===== config.mk =====
export PLATFORM = sky130hd
export DESIGN_NAME = kbd_host_tx
export DESIGN_NICKNAME = d
export VERILOG_FILES = /design/src/rtl/kbd_tx_pkg.sv /design/src/rtl/kbd_line_sync.sv /design/src/rtl/kbd_tx_timer.sv /design/src/rtl/kbd_tx_shifter.sv /design/src/rtl/kbd_host_tx.sv
export SDC_FILE = /design/constraint.sdc
export NUM_CORES = 1
export LEC_CHECK = 0
export BUFFER_PORTS_ARGS = -buffer_cell sky130_fd_sc_hd__buf_2
export CORE_AREA = 2 2 60 68
export DETAILED_ROUTE_END_ITERATION = 6
export DIE_AREA = 0 0 62 70
export PLACE_DENSITY_LB_ADDON = 0.3
export SETUP_SLACK_MARGIN = 0.05
export SYNTH_ARGS = -nofsm -noshare
export SYNTH_HDL_FRONTEND = slang
export SYNTH_SLANG_ARGS = --single-unit

===== constraint.sdc =====
create_clock -name clk -period 2.2 [get_ports clk]
set_clock_uncertainty 0.2 [all_clocks]
set_input_delay 0.22 -clock clk [delete_from_list [all_inputs] [get_ports clk]]
set_output_delay 0.22 -clock clk [all_outputs]
set_load 0.05 [all_outputs]

===== src/rtl/kbd_tx_pkg.sv =====
package kbd_tx_pkg;

  typedef enum logic [2:0] {
    ST_IDLE     = 3'd0,
    ST_REQ      = 3'd1,
    ST_START    = 3'd2,
    ST_BITS     = 3'd3,
    ST_STOP_REL = 3'd4,
    ST_STOP_ACK = 3'd5
  } tx_state_e;

  // Lane positions inside the synchronizer vector
  localparam int LANE_CLK = 0;
  localparam int LANE_DAT = 1;
  localparam int LANES    = 2;

endpackage


===== src/rtl/kbd_line_sync.sv =====
module kbd_line_sync #(
  parameter int STAGES = 2,
  parameter int WIDTH  = 2
) (
  input  logic             clk,
  input  logic             rst_n,
  input  logic [WIDTH-1:0] async_in,
  output logic [WIDTH-1:0] level,
  output logic [WIDTH-1:0] rise
);

  generate
    for (genvar g = 0; g < WIDTH; g++) begin : g_lane
      logic [STAGES-1:0] chain;
      logic              prev;

      always_ff @(posedge clk or negedge rst_n) begin
        if (!rst_n) begin
          chain <= '0;
          prev  <= 1'b0;
        end else begin
          chain <= {chain[STAGES-2:0], async_in[g]};
          prev  <= chain[STAGES-1];
        end
      end

      assign level[g] = chain[STAGES-1];
      assign rise[g]  = chain[STAGES-1] & ~prev;
    end
  endgenerate

endmodule


===== src/rtl/kbd_tx_timer.sv =====
module kbd_tx_timer #(
  parameter int unsigned LIMIT = 2000
) (
  input  logic clk,
  input  logic rst_n,
  input  logic run,
  input  logic kick,
  output logic expire
);

  localparam int W = $clog2(LIMIT + 1);

  logic [W-1:0] cnt;

  function automatic logic [W-1:0] tmr_next(input logic [W-1:0] c);
    return (c == W'(LIMIT - 1)) ? c : c + 1'b1;
  endfunction

  always_ff @(posedge clk or negedge rst_n) begin
    if (!rst_n)            cnt <= '0;
    else if (!run || kick) cnt <= '0;
    else                   cnt <= tmr_next(cnt);
  end

  assign expire = run && !kick && (cnt == W'(LIMIT - 1));


  expire_clears_chk: assert property (@(posedge clk) disable iff (!rst_n)
    expire |=> !expire);

endmodule


===== src/rtl/kbd_tx_shifter.sv =====
module kbd_tx_shifter #(
  parameter int DATA_W = 8
) (
  input  logic              clk,
  input  logic              rst_n,
  input  logic              load,
  input  logic [DATA_W-1:0] load_data,
  input  logic              advance,
  output logic              cur_bit,
  output logic              last
);

  localparam int FRAME = DATA_W + 1;
  localparam int IW    = $clog2(FRAME);

  logic [FRAME-1:0] frame;
  logic [IW-1:0]    idx;

  // Data first (bit 0 at the bottom), odd parity on top
  function automatic logic [FRAME-1:0] build_frame(input logic [DATA_W-1:0] d);
    return {~(^d), d};
  endfunction

  always_ff @(posedge clk or negedge rst_n) begin
    if (!rst_n) begin
      frame <= '0;
      idx   <= '0;
    end else if (load) begin
      frame <= build_frame(load_data);
      idx   <= '0;
    end else if (advance && !last) begin
      frame <= frame >> 1;
      idx   <= idx + 1'b1;
    end
  end

  assign cur_bit = frame[0];
  assign last    = (idx == IW'(FRAME - 1));

endmodule


===== src/rtl/kbd_host_tx.sv =====
module kbd_host_tx
  import kbd_tx_pkg::*;
#(
  parameter int          DATA_W         = 8,
  parameter int          SYNC_STAGES    = 2,
  parameter int unsigned TIMEOUT_CYCLES = 2000
) (
  input  logic              clk,
  input  logic              rst_n,
  input  logic [DATA_W-1:0] tx_data,
  input  logic              tx_valid,
  output logic              tx_ready,
  output logic              tx_done,
  output logic              tx_error,
  input  logic              kb_clk_in,
  input  logic              kb_data_in,
  output logic              kb_clk_pull,
  output logic              kb_data_pull
);

  tx_state_e state_q, state_d;

  logic [LANES-1:0] lvl, rise_v;
  logic c_lvl, c_rise, d_lvl, d_rise;
  logic accept_evt, advance_evt, progress_evt, abort_evt, ack_evt;
  logic cur_bit, last_bit, tmr_expire;

  kbd_line_sync #(.STAGES(SYNC_STAGES), .WIDTH(LANES)) u_sync (
    .clk      (clk),
    .rst_n    (rst_n),
    .async_in ({kb_data_in, kb_clk_in}),
    .level    (lvl),
    .rise     (rise_v)
  );

  assign c_lvl  = lvl[LANE_CLK];
  assign c_rise = rise_v[LANE_CLK];
  assign d_lvl  = lvl[LANE_DAT];
  assign d_rise = rise_v[LANE_DAT];

  kbd_tx_shifter #(.DATA_W(DATA_W)) u_shift (
    .clk       (clk),
    .rst_n     (rst_n),
    .load      (accept_evt),
    .load_data (tx_data),
    .advance   (advance_evt),
    .cur_bit   (cur_bit),
    .last      (last_bit)
  );

  kbd_tx_timer #(.LIMIT(TIMEOUT_CYCLES)) u_timer (
    .clk    (clk),
    .rst_n  (rst_n),
    .run    (state_q != ST_IDLE),
    .kick   (progress_evt),
    .expire (tmr_expire)
  );

  always_comb begin
    state_d = state_q;
    unique case (state_q)
      ST_IDLE:     if (tx_valid)           state_d = ST_REQ;
      ST_REQ:      if (d_rise)             state_d = ST_START;
      ST_START:    if (c_rise)             state_d = ST_BITS;
      ST_BITS:     if (c_rise && last_bit) state_d = ST_STOP_REL;
      ST_STOP_REL: if (d_lvl)              state_d = ST_STOP_ACK;
      ST_STOP_ACK: if (!d_lvl)             state_d = ST_IDLE;
      default:                             state_d = ST_IDLE;
    endcase
  end

  assign accept_evt   = tx_valid && (state_q == ST_IDLE);
  assign advance_evt  = (state_q == ST_BITS) && c_rise && !last_bit;
  assign progress_evt = (state_d != state_q) || advance_evt;
  assign abort_evt    = tmr_expire;
  assign ack_evt      = (state_q == ST_STOP_ACK) && !d_lvl;

  always_ff @(posedge clk or negedge rst_n) begin
    if (!rst_n)         state_q <= ST_IDLE;
    else if (abort_evt) state_q <= ST_IDLE;
    else                state_q <= state_d;
  end

  assign tx_ready     = (state_q == ST_IDLE);
  assign tx_done      = ack_evt;
  assign tx_error     = abort_evt;
  assign kb_clk_pull  = (state_q == ST_REQ);
  assign kb_data_pull = (state_q == ST_BITS) && !cur_bit;


  idle_release_chk: assert property (@(posedge clk) disable iff (!rst_n)
    tx_ready |-> (!kb_clk_pull && !kb_data_pull));


  accept_req_chk: assert property (@(posedge clk) disable iff (!rst_n)
    (tx_valid && tx_ready) |=> (kb_clk_pull && !tx_ready));


  req_release_chk: assert property (@(posedge clk) disable iff (!rst_n)
    $fell(kb_clk_pull) |-> ($past(d_rise) || $past(abort_evt)));


  data_on_rise_chk: assert property (@(posedge clk) disable iff (!rst_n)
    !$stable(kb_data_pull) |-> ($past(c_rise) || $past(abort_evt)));


  pull_while_high_chk: assert property (@(posedge clk) disable iff (!rst_n)
    $rose(kb_data_pull) |-> c_lvl);


  done_release_chk: assert property (@(posedge clk) disable iff (!rst_n)
    tx_done |=> (tx_ready && !kb_data_pull && !tx_done));


  err_release_chk: assert property (@(posedge clk) disable iff (!rst_n)
    tx_error |=> (tx_ready && !kb_clk_pull && !kb_data_pull));


  pulse_excl_chk: assert property (@(posedge clk) disable iff (!rst_n)
    $onehot0({tx_done, tx_error}));

endmodule


==> results.md, run 1 <==
Outcome:
- The run finished with clean final reports.

Synth:
- The number of distinct library cells after synthesis is 38.
- Sorting the synthesized cells by area gives the leading types as dfrtp_1 47%, xnor2_1 7.0%, mux2i_1 5.7%, nor3_1 5.1%, o21ai_0 3.7%.
- Counting flops with an async set or reset pin after synthesis yields a share of 100.0%.
- Counting every instance in the synthesized netlist gives 175.
- The share of the synthesized area in the top cell type is 47.08%.
- Synthesis inferred 33 register bits.
- Of all cell types, the one taking the most synthesized area is dfrtp_1.
- The number of flops mapped to enable cells by yosys is 0.
- For this run, the register share of the synthesized area comes to 47.08%.
- When the netlist entered floorplanning its net count stood at 191.
- For this run, the number of Yosys warnings is 0.
- Averaged over all synthesized cells, the footprint is 10.02 µm².
- In this run the cell area of the synthesized design comes to 1754 µm².
- The most used flip-flop cell after synthesis is dfrtp_1.

Clocking:
- Clock tree synthesis found a total of 33 sinks.
- The depth of the CTS H-tree is 2.
- The number of buffers created by CTS is 5.
- After clock tree synthesis, the clock-pin slew on the worst setup and hold paths is 0.07 ns.
- The clock insertion delay at the later pin of the skew report is 0.28 ns.
- TritonCTS built the clock tree.
- The maximum buffer depth of the clock tree is 2.
- In this run the clock root is driven by a clkbuf_8.

Floorplanning:
- The core region is 3754 µm².
- The number of standard-cell rows in the floorplan is 24.
- The width of the chip is 62 µm.
- The floorplan step set the die height to 70 µm.
- The area of the die is 4340 µm².
- The initial core utilization is 46.73%.
- In this run the count of I/O pins placed on the die edge is 18.

Job:
- Across the run, the number of max-cap violations was 0.

Pwr:
- The ratio of total power to cell area is 935.8 nW/µm².
- Summed over all cells, the static leakage comes to 0.9952 nW.
- Across the VDD grid, the largest voltage drop is 0.4653 mV.

Global routing:
- The number of antenna violations at the first check in global routing is 0.
- The first-pass GRT wire length is 6120 µm.
- The number of global-route vias before repair came to 1394.
- The total overflow reported by the global router is 0.
- The largest net degree at the start of global routing is 34.
- Global routing consumed, over all layers together, 19.05% of the routing resources.

Layout:
- The layout net count is 236.
- The count of non-filler cells in the finished layout is 273.
- Leaving out fill and tap cells, the most frequent cells in the layout are 31 x dfrtp_1, 17 x buf_4, 16 x buf_2.
- The final-layout fill cell count is 318.
- The post-route core utilization is 59.93%.
- Of the cells placed in the final design, the portion with a size suffix greater than 1 is 26.24%.
- Leaving out fill and tap cells, the most frequent cell in the layout is dfrtp_1.
- The layout overhead on the synthesized area is 28.25%.
- The number of antenna diodes in the final layout is 0.

Critical path:
- The maximum fanout count along the critical path is 2.
- The required time at the worst-slack endpoint is 1.78 ns.
- The sort of element at the start of the critical path is a register.
- The reg2reg setup slack is 0.31 ns.
- The worst-case reg-to-reg path depth is 7.
- The critical path class is register to output port.
- The worst endpoint data arrival time is 1.75 ns.
- The endpoint kind of the worst setup timing path is an output port.

Timing:
- The final count of hold timing violations came to 0.
- The final max-slew violation count is 0.
- The transition at the pin with the smallest max-transition slack is 0.7176 ns.
- Derived from the worst setup path, the maximum achievable clock frequency is 0.4604 GHz.
- Adding up every negative setup slack in the final design gives 0 ns.
- Setup repair after global routing could not meet its margin everywhere.
- Final hold analysis gives a worst-case slack of 0.07884 ns.
- The worst relative slew slack is 52.16%.
- Setup violations remaining at the end of the flow were counted as 0.
- In the finished design, the share of the clock period the worst path needs comes to 98.73%.
- The shortest period the worst path allows is 2.172 ns.

Drt:
- Before antenna repair, the detailed router went through 4 iterations.
- For this block, the via count after detailed routing is 1427.
- The wire length reported by the detailed router is 3645 µm.
- Once detail routing completed, the nets flagged for antenna violations numbered 0.
- Using the TritonRoute via totals, the vias-per-cell ratio works out to 5.227.
- The number of violations reported at the end of detailed-routing iteration 0 is 60.
- In the routed design, unresolved DRC markers number 0.
- After detailed routing, the average wire length per cell comes to 13.35 µm.

Placement:
- The port buffer count is 17.
- At the end of routability-driven placement, the weighted congestion stood at 0.8186.
- Detailed placement finished with a half-perimeter wire length of 2440 µm.
- The number of placed instances with taps included is 246.

Worst hold path:
- In this run the worst hold path is classified as input port to register.
- The worst hold path was traced through 3 stages.
==> registers in the layout, indices dropped and copies added (netlist names) <==
name and count:
u_shift.idx 4, u_shift.frame 9, state_q 3, u_sync.g_lane.prev 2, u_sync.g_lane.chain 4, u_timer.cnt 11
==> cell type report <==
class	instances	area [µm²]	share of cell area, %
flip-flops and latches	33	828.3	36.82
well taps	52	65.06	2.892
multi-input cells	129	922.1	40.99
repair buffers	45	329.1	14.63
clock inverters	2	10.01	0.4449
inverters	6	22.52	1.001
clock buffers	6	72.57	3.226
==> what timing repair did <==
| action | in CTS | in global routing |
|---|---|---|
| setup buffers | 5 | 3 |
| pin swaps | 3 | 2 |
| endpoints found under the setup margin | 1 | 2 |
| hold endpoints to repair | 43 | 0 |
| hold buffers | 11 | 0 |
| resized for setup | 6 | 5 |
==> critical path, stage by stage (launching register included) <==
cell      delay, ns
dfrtp_1        0.41
ha_4           0.16
nand4b_1       0.13
or4_4          0.47
nor3_4         0.13
buf_6          0.18
==> per-layer routing <==
layer  wire [µm]  up-vias  global-route usage, %
met5           0        -                      0
met3         121        8                  5.000
met1        1464      676                  22.26
met4          83        0                  8.274
li1            -      712                      -
met2        1976       31                  31.60
==> cell families after synthesis <==
kind of cell / Yosys count / share of synthesized area (%)
and+or+nand+nor: 73 / 24.25
xor gates and xnor gates: 17 / 8.488
buffers and inverters: 13 / 3.281
muxes: 10 / 5.706
adders and majority gates: 3 / 2.140
AOI/OAI and AO/OA: 26 / 9.058
DFF: 33 / 47.08
==> report_power, final <==
part	switching [mW]	internal, mW	leakage [nW]	total (mW)
Sequential	0.132	0.757	0.419	0.889
Clock	0.206	0.219	0.0450	0.425
Combinational	0.435	0.357	0.531	0.792
==> stage by stage <==
stage	setup WS [ns]	total power [mW]	cell area (µm²)
6_report	0.02786	2.105	2250
2_1_floorplan	-0.1495	1.379	1770
3_3_place_gp	0.1643	1.537	1958
3_5_place_dp	0.06727	1.586	1958
4_1_cts	-0.02450	2.087	2213
5_1_grt	-0.05612	2.255	2250
==> synthesized netlist by cell type (all sizes together) (2+ instances only) <==
| cell | count |
|---|---|
| a21oi | 4 |
| a31oi | 4 |
| and3 | 2 |
| and3b | 2 |
| buf | 5 |
| clkbuf | 2 |
| dfrtp | 33 |
| ha | 3 |
| inv | 6 |
| mux2i | 10 |
| nand2 | 13 |
| nand2b | 2 |
| nand3 | 9 |
| nand3b | 3 |
| nand4 | 2 |
| nor2 | 10 |
| nor2b | 4 |
| nor3 | 18 |
| nor4 | 3 |
| o21ai | 13 |
| xnor2 | 14 |
| xor2 | 3 |
==> path summary, 6_finish.rpt <==
check	startpoint	endpoint
worst max-delay path	u_timer.cnt[1]	tx_error
worst min-delay path	tx_valid	u_shift.frame[8]
worst max register to register	u_timer.cnt[1]	u_timer.cnt[1]
worst min register to register	u_sync.g_lane[1].chain[0]	u_sync.g_lane[1].chain[1]
max in group asynchronous	rst_n	state_q[1]
min in group asynchronous	rst_n	u_shift.frame[2]
Note: power is estimated with default switching activity, not from simulation.
==> run 2: changes to the inputs <==
--- a/config.mk
+++ b/config.mk
@@ -6,9 +6,9 @@
 export NUM_CORES = 1
 export LEC_CHECK = 0
 export BUFFER_PORTS_ARGS = -buffer_cell sky130_fd_sc_hd__buf_2
-export CORE_AREA = 2 2 60 68
+export CORE_AREA = 2 2 67 75
 export DETAILED_ROUTE_END_ITERATION = 6
-export DIE_AREA = 0 0 62 70
+export DIE_AREA = 0 0 69 77
 export PLACE_DENSITY_LB_ADDON = 0.3
 export SETUP_SLACK_MARGIN = 0.05
 export SYNTH_ARGS = -nofsm -noshare
==> results.md, run 2 (synthesized netlist as in run 1, its figures left out) <==
Global routing:
- The number of antenna violations at the first check in global routing was 0 (unchanged).
- The number of global-route vias before repair came to 1411 (+1.2%).
- The combined global-route utilization of all metal layers was 14.65% (-4.4 points).
- The largest net degree at the start of global routing is 34 (unchanged).
- The total overflow reported by the global router is 0 (unchanged).
- The first-pass GRT wire length is 6341 µm (+3.6%).

Clocking:
- The number of buffers created by CTS is 5 (unchanged).
- The clock tree from TritonCTS is built.
- The clock insertion delay at the later pin of the skew report is 0.28 ns (about the same).
- The depth of the CTS H-tree is 2 (unchanged).
- The clock edge transition at the registers on the reported setup and hold paths was 0.07 ns (about the same).
- The maximum buffer depth of the clock tree was 2 (unchanged).
- Clock tree synthesis selected as its root buffer the cell clkbuf_8.
- The sink count of the clock tree is 33 (unchanged).

Floorplanning:
- The initial core utilization is 38.52% (-8.2 points).
- The top-level I/O count is 18 (unchanged).
- The area of the die is 5313 µm² (+22%).
- The core area is 4554 µm² (+21%).
- The vertical die dimension is 77 µm (+10%).
- The width of the chip is 69 µm (+11%).
- The number of standard-cell rows in the floorplan was 26 (+8.3%).

Drt:
- The via count came to 1416 (-0.77%).
- The routed length per placed instance is 12.74 µm (-4.6%).
- The DRC violation count after routing is 0 (unchanged).
- The remaining antenna violation count was 0 (unchanged).
- The mean number of vias per cell came to 5.039 (-3.6%).
- The number of iterations in the first detailed-routing pass came to 4 (unchanged).
- The number of violations reported at the end of detailed-routing iteration 0 came to 90 (+50%).
- The wire length reported by the detailed router came to 3581 µm (-1.8%).

Critical path:
- The launching instance or port of the critical path is u_timer.cnt[1].
- The maximum fanout count along the critical path is 2 (unchanged).
- The critical path class is register to output port.
- The worst setup path is launched from a register.
- The most critical setup path has its endpoint at tx_error.
- The worst endpoint data arrival time was 1.75 ns (about the same).
- The critical register-to-register path startpoint is u_sync.g_lane[1].chain[1].
- The reg2reg setup slack came to 0.30 ns (about the same).
- The worst setup path is captured at an output port.
- The reg-to-reg endpoint is u_timer.cnt[2].
- The worst-case reg-to-reg path depth is 6 (-1).
- The required time at the worst-slack endpoint is 1.78 ns (about the same).

Layout:
- Leaving out fill and tap cells, the most frequent cell in the layout is dfrtp_1.
- In the final layout, the registers with the most flip-flops are u_timer.cnt (11), u_shift.frame (9).
- In the layout the commonest cells are 31 x dfrtp_1, 21 x buf_4, 16 x nor3_1, 16 x buf_2, 14 x xnor2_1.
- The register name with the most flops is u_timer.cnt.
- The flip-flop count of the largest register, all copies and words added is 11 (unchanged).
- The final antenna diode count was 0 (unchanged).
- The count of non-filler cells in the finished layout is 281 (+2.9%).
- From synthesis to final layout, the design area changed by 29.53%.
- The fraction of layout cells with a size suffix above 1 is 26.67% (+0.42 points).
- The layout net count came to 240 (+1.7%).

Timing:
- The highest achievable clock rate is 0.4604 GHz (about the same).
- The final max-slew violation count is 0 (unchanged).
- The setup TNS after final layout is 0 ns (unchanged).
- The shortest period the worst path allows was 2.172 ns (-0.00006060 ns).
- The final count of negative-setup-slack endpoints is 0 (unchanged).
- The final count of hold timing violations is 0 (unchanged).
- Setup repair after global routing could not meet its margin everywhere.
- The transition at the pin with the smallest max-transition slack came to 0.7180 ns (+0.0004101 ns).
- The worst relative slew slack was 52.14% (about the same).
- The post-route fraction of the period consumed by the critical path was 98.73% (about the same).
- The worst setup slack after layout is 0.02792 ns (+0.00006060 ns).
- The minimum hold slack came to 0.05430 ns (-0.02454 ns).

Job:
- The number of max-cap violations came to 0 (unchanged).

Pwr:
- The ratio of total power to cell area is 925.0 nW/µm² (-1.2%).
- The highest ir drop seen on vdd is 0.4193 mV (-9.9%).
- The static power due to leakage is 1.014 nW (+1.9%).

Placement:
- The final weighted congestion in routability-driven placement is 0.8433 (+3.0%).
- The final HPWL from detailed placement is 2448 µm (+0.32%).
- The post-place setup slack was 0.1231 ns (+0.05586 ns).
- The number of placed instances with taps included came to 252 (+2.4%).
- The port buffer count was 17 (unchanged).

Outcome:
- The flow ran to the end, and the final reports show no timing, DRC or antenna violations.

Worst hold path:
- In this run the worst hold path is classified as input port to register.
- In this run the most critical hold path is launched from tx_valid.
[run 2: metal layers]
layer / share of wire, % / wire (µm) / track usage (%) / vias up
met3: 2.8 / 101 / 3.679 / 6
li1: - / - / - / 720
met1: 48 / 1709 / 18.91 / 667
met2: 48 / 1707 / 23.37 / 23
met4: 1.7 / 61 / 6.078 / 0
met5: 0 / 0 / 0 / -
[run 2: through the flow]
stage | area [µm²] | utilization (%) | power (mW)
floorplan | 1770 | - | 1.379
global placement | 1973 | 43.32 | 1.578
detailed placement | 1973 | 43.32 | 1.587
CTS | 2205 | 48.41 | 2.075
global route | 2272 | 49.89 | 2.250
finish | 2272 | 49.89 | 2.102
[run 2: what timing repair did]
item,in CTS,in global routing
resized for setup,4,6
hold endpoints to repair,43,0
pin swaps,3,3
setup endpoints to repair,1,2
buffers inserted,4,6
cloned,0,0
hold buffers,11,0
[run 2: worst min path at each step]
stage | endpoint | slack [ns] | depth (start not counted)
6_report | u_shift.frame[8] | 0.05 | 3
5_1_grt | u_shift.frame[8] | 0.10 | 3
3_3_place_gp | u_shift.frame[4] | 0.13 | 1
3_5_place_dp | u_shift.frame[4] | 0.12 | 1
2_1_floorplan | state_q[0] | -0.28 | 0
4_1_cts | u_shift.frame[8] | 0.05 | 3
[run 2: report_power, final]
group          switching (mW)  internal [mW]
registers               0.116          0.755
logic                   0.429          0.370
clock network           0.212          0.219
total                   0.757           1.34
[run 2: cell type report]
class	instances	area (µm²)
Timing Repair Buffer	49	359.1
Multi-Input combinational cell	129	909.6
Clock buffer	6	72.57
Clock inverter	2	10.01
Fill cell	429	2282
Tap cell	56	70.07
Sequential cell	33	828.3
Inverter	6	22.52
[run 2: worst max-delay path, cell delays in order (launching register included)]
cell,delay [ns]
dfrtp_1,0.36
ha_2,0.19
nand4b_1,0.13
or4_4,0.47
nor3_4,0.15
buf_6,0.18
==> run 3: changes to the inputs <==
--- a/config.mk
+++ b/config.mk
@@ -9,6 +9,7 @@
 export CORE_AREA = 2 2 67 75
 export DETAILED_ROUTE_END_ITERATION = 6
 export DIE_AREA = 0 0 69 77
+export HOLD_SLACK_MARGIN = 0.15
 export PLACE_DENSITY_LB_ADDON = 0.3
 export SETUP_SLACK_MARGIN = 0.05
 export SYNTH_ARGS = -nofsm -noshare
==> results.md, run 3 (synthesized netlist as in run 1, its figures left out) <==
Outcome:
- The run finished with clean final reports.

Global routing:
- The number of antenna violations at the first check in global routing is 0 (unchanged).
- The total overflow reported by the global router came to 0 (unchanged).
- The largest net degree at the start of global routing was 34 (unchanged).
- The combined global-route utilization of all metal layers was 14.70% (+0.055 points).
- The first-pass GRT wire length was 6368 µm (+0.43%).
- The number of global-route vias before repair is 1416 (+0.35%).

Layout:
- The register area is 828.3 µm² (unchanged).
- The layout overhead on the synthesized area is 30.10%.
- The largest registers in the layout are u_timer.cnt (11), u_shift.frame (9).
- The flip-flop count of the largest register, all copies and words added was 11 (unchanged).
- The top cell types in the final layout, fill and taps aside, are 31 x dfrtp_1, 21 x buf_4, 16 x nor3_1, 16 x buf_2, 14 x xnor2_1.
- Leaving out fill and tap cells, the most frequent cell in the layout is dfrtp_1.
- The fraction of layout cells with a size suffix above 1 was 26.55% (-0.12 points).
- The count of non-filler cells in the finished layout came to 282 (+0.36%).
- The final design instance area without fill is 2282 µm² (+0.44%).
- The total area of multi-input combinational cells is 909.6 µm² (unchanged).
- The layout net count was 241 (+0.42%).
- The final-layout fill cell count is 428 (-0.23%).
- The post-route core utilization is 50.11% (+0.22 points).
- The final antenna diode count is 0 (unchanged).
- The register name with the most flops is u_timer.cnt.

Floorplanning:
- The top-level I/O count is 18 (unchanged).
- The initial core utilization is 38.52% (unchanged).
- The core area is 4554 µm² (unchanged).
- The vertical die dimension is 77 µm (unchanged).
- The number of standard-cell rows in the floorplan is 26 (unchanged).
- The area of the die is 5313 µm² (unchanged).
- The width of the chip is 69 µm (unchanged).

Critical path:
- In this run the worst setup path begins at tx_valid.
- The maximum fanout count along the critical path came to 3 (+1).
- The sort of element at the start of the critical path is an input port.
- The endpoint kind of the worst setup timing path is an output port.
- The critical register-to-register path startpoint is u_sync.g_lane[1].chain[1].
- The critical path class is input port to output port.
- The required time at the worst-slack endpoint is 1.78 ns (about the same).
- The worst endpoint data arrival time came to 1.76 ns (about the same).

Pwr:
- The static power due to leakage is 1.018 nW (+0.41%).
- The highest ir drop seen on vdd was 0.4195 mV (about the same).
- The ratio of total power to cell area came to 922.0 nW/µm² (-0.32%).
- The total power after layout was 2.104 mW (+0.12%).

Drt:
- The DRC violation count after routing is 0 (unchanged).
- The mean number of vias per cell is 5.071 (+0.63%).
- The number of violations reported at the end of detailed-routing iteration 0 is 54 (-40%).
- The routed length per placed instance is 12.84 µm (+0.73%).
- The number of iterations in the first detailed-routing pass was 4 (unchanged).
- The remaining antenna violation count is 0 (unchanged).
- The wire length reported by the detailed router is 3620 µm (+1.1%).
- The via count is 1430 (+0.99%).

Clocking:
- The sink count of the clock tree is 33 (unchanged).
- The clock insertion delay at the later pin of the skew report is 0.28 ns (about the same).
- The maximum buffer depth of the clock tree was 2 (unchanged).
- The clock edge transition at the registers on the reported setup and hold paths came to 0.07 ns (about the same).
- The depth of the CTS H-tree is 2 (unchanged).
- The clock root buffer master is clkbuf_8.
- The clock tree from TritonCTS is built.
- The number of buffers created by CTS is 5 (unchanged).

Timing:
- The final count of hold timing violations is 0 (unchanged).
- Setup repair after global routing could not meet its margin everywhere.
- The final count of negative-setup-slack endpoints is 0 (unchanged).
- The final max-slew violation count is 0 (unchanged).
- The transition at the pin with the smallest max-transition slack is 0.7177 ns (-0.0002761 ns).
- The worst relative slew slack is 52.15% (about the same).
- The shortest period the worst path allows came to 2.177 ns (+0.004455 ns).
- The highest achievable clock rate is 0.4594 GHz (-0.20%).
- The post-route fraction of the period consumed by the critical path was 98.93% (+0.20 points).

Worst hold path:
- In this run the worst hold path is classified as register to register.
- The startpoint of the most critical hold path is u_sync.g_lane[1].chain[0].

Placement:
- The final HPWL from detailed placement is 2448 µm (unchanged).
- The instance area at placement came to 1973 µm² (unchanged).
- The port buffer count was 17 (unchanged).
- The number of placed instances with taps included came to 252 (unchanged).
- The final weighted congestion in routability-driven placement is 0.8433 (unchanged).

Job:
- The number of max-cap violations is 0 (unchanged).
-- run 3: timing repair --
| item | CTS | global route |
|---|---|---|
| setup endpoints to repair | 1 | 2 |
| resized for setup | 4 | 6 |
| hold buffers | 12 | 0 |
| pin swaps | 3 | 3 |
| buffers inserted | 4 | 6 |
| hold endpoints to repair | 44 | 0 |
-- run 3: where the power goes --
| part | internal [mW] | switching (mW) | leakage, nW | total [mW] |
|---|---|---|---|---|
| Sequential | 0.755 | 0.116 | 0.418 | 0.871 |
| Clock | 0.219 | 0.213 | 0.0450 | 0.432 |
| Combinational | 0.372 | 0.430 | 0.555 | 0.802 |
| Total | 1.35 | 0.759 | 1.02 | 2.10 |
-- run 3: metal layers --
layer,global-route usage [%],wire length [µm],vias to the layer above
met1,18.91,1727,675
met3,3.679,97,6
met2,23.56,1730,27
li1,-,-,722
met5,0,0,-
met4,6.078,63,0
-- run 3: cell type report --
type | instances | share of cell area (%)
clock buffers | 6 | 3.180
clock inverters | 2 | 0.4386
inverters | 6 | 0.9868
multi-input cells | 129 | 39.86
flip-flops and latches | 33 | 36.29
well taps | 56 | 3.070
repair buffers | 50 | 16.17
-- run 3: final timing paths --
check                                                 end  slack [ns]  depth (start not counted)
worst max-delay path                             tx_error        0.02                          7
worst min-delay path            u_sync.g_lane[1].chain[1]        0.15                          0
worst max register to register             u_timer.cnt[2]        0.30                          6
worst min register to register  u_sync.g_lane[1].chain[1]        0.15                          0
max in group asynchronous       u_sync.g_lane[1].chain[1]        0.97                          2
min in group asynchronous                u_shift.frame[4]        0.34                          2
-- run 3: worst max-delay path, stage by stage --
cell           delay, ns
dlygate4sd3_1       0.53
buf_2               0.14
nand2b_1            0.09
a211oi_1            0.10
or2_1               0.29
nor3_4              0.19
buf_6               0.18
-- run 3: stage by stage --
| step | hold WS (ns) | setup TNS, ns | setup slack, ns |
|---|---|---|---|
| after floorplan | -0.2756 | -0.1495 | -0.1495 |
| after global placement | 0.1280 | 0 | 0.1446 |
| after detailed placement | 0.1225 | 0 | 0.1231 |
| after CTS | 0.1515 | 0 | 0.01007 |
| after global routing | 0.1592 | -0.03378 | -0.03378 |
| final | 0.1504 | 0 | 0.02346 |
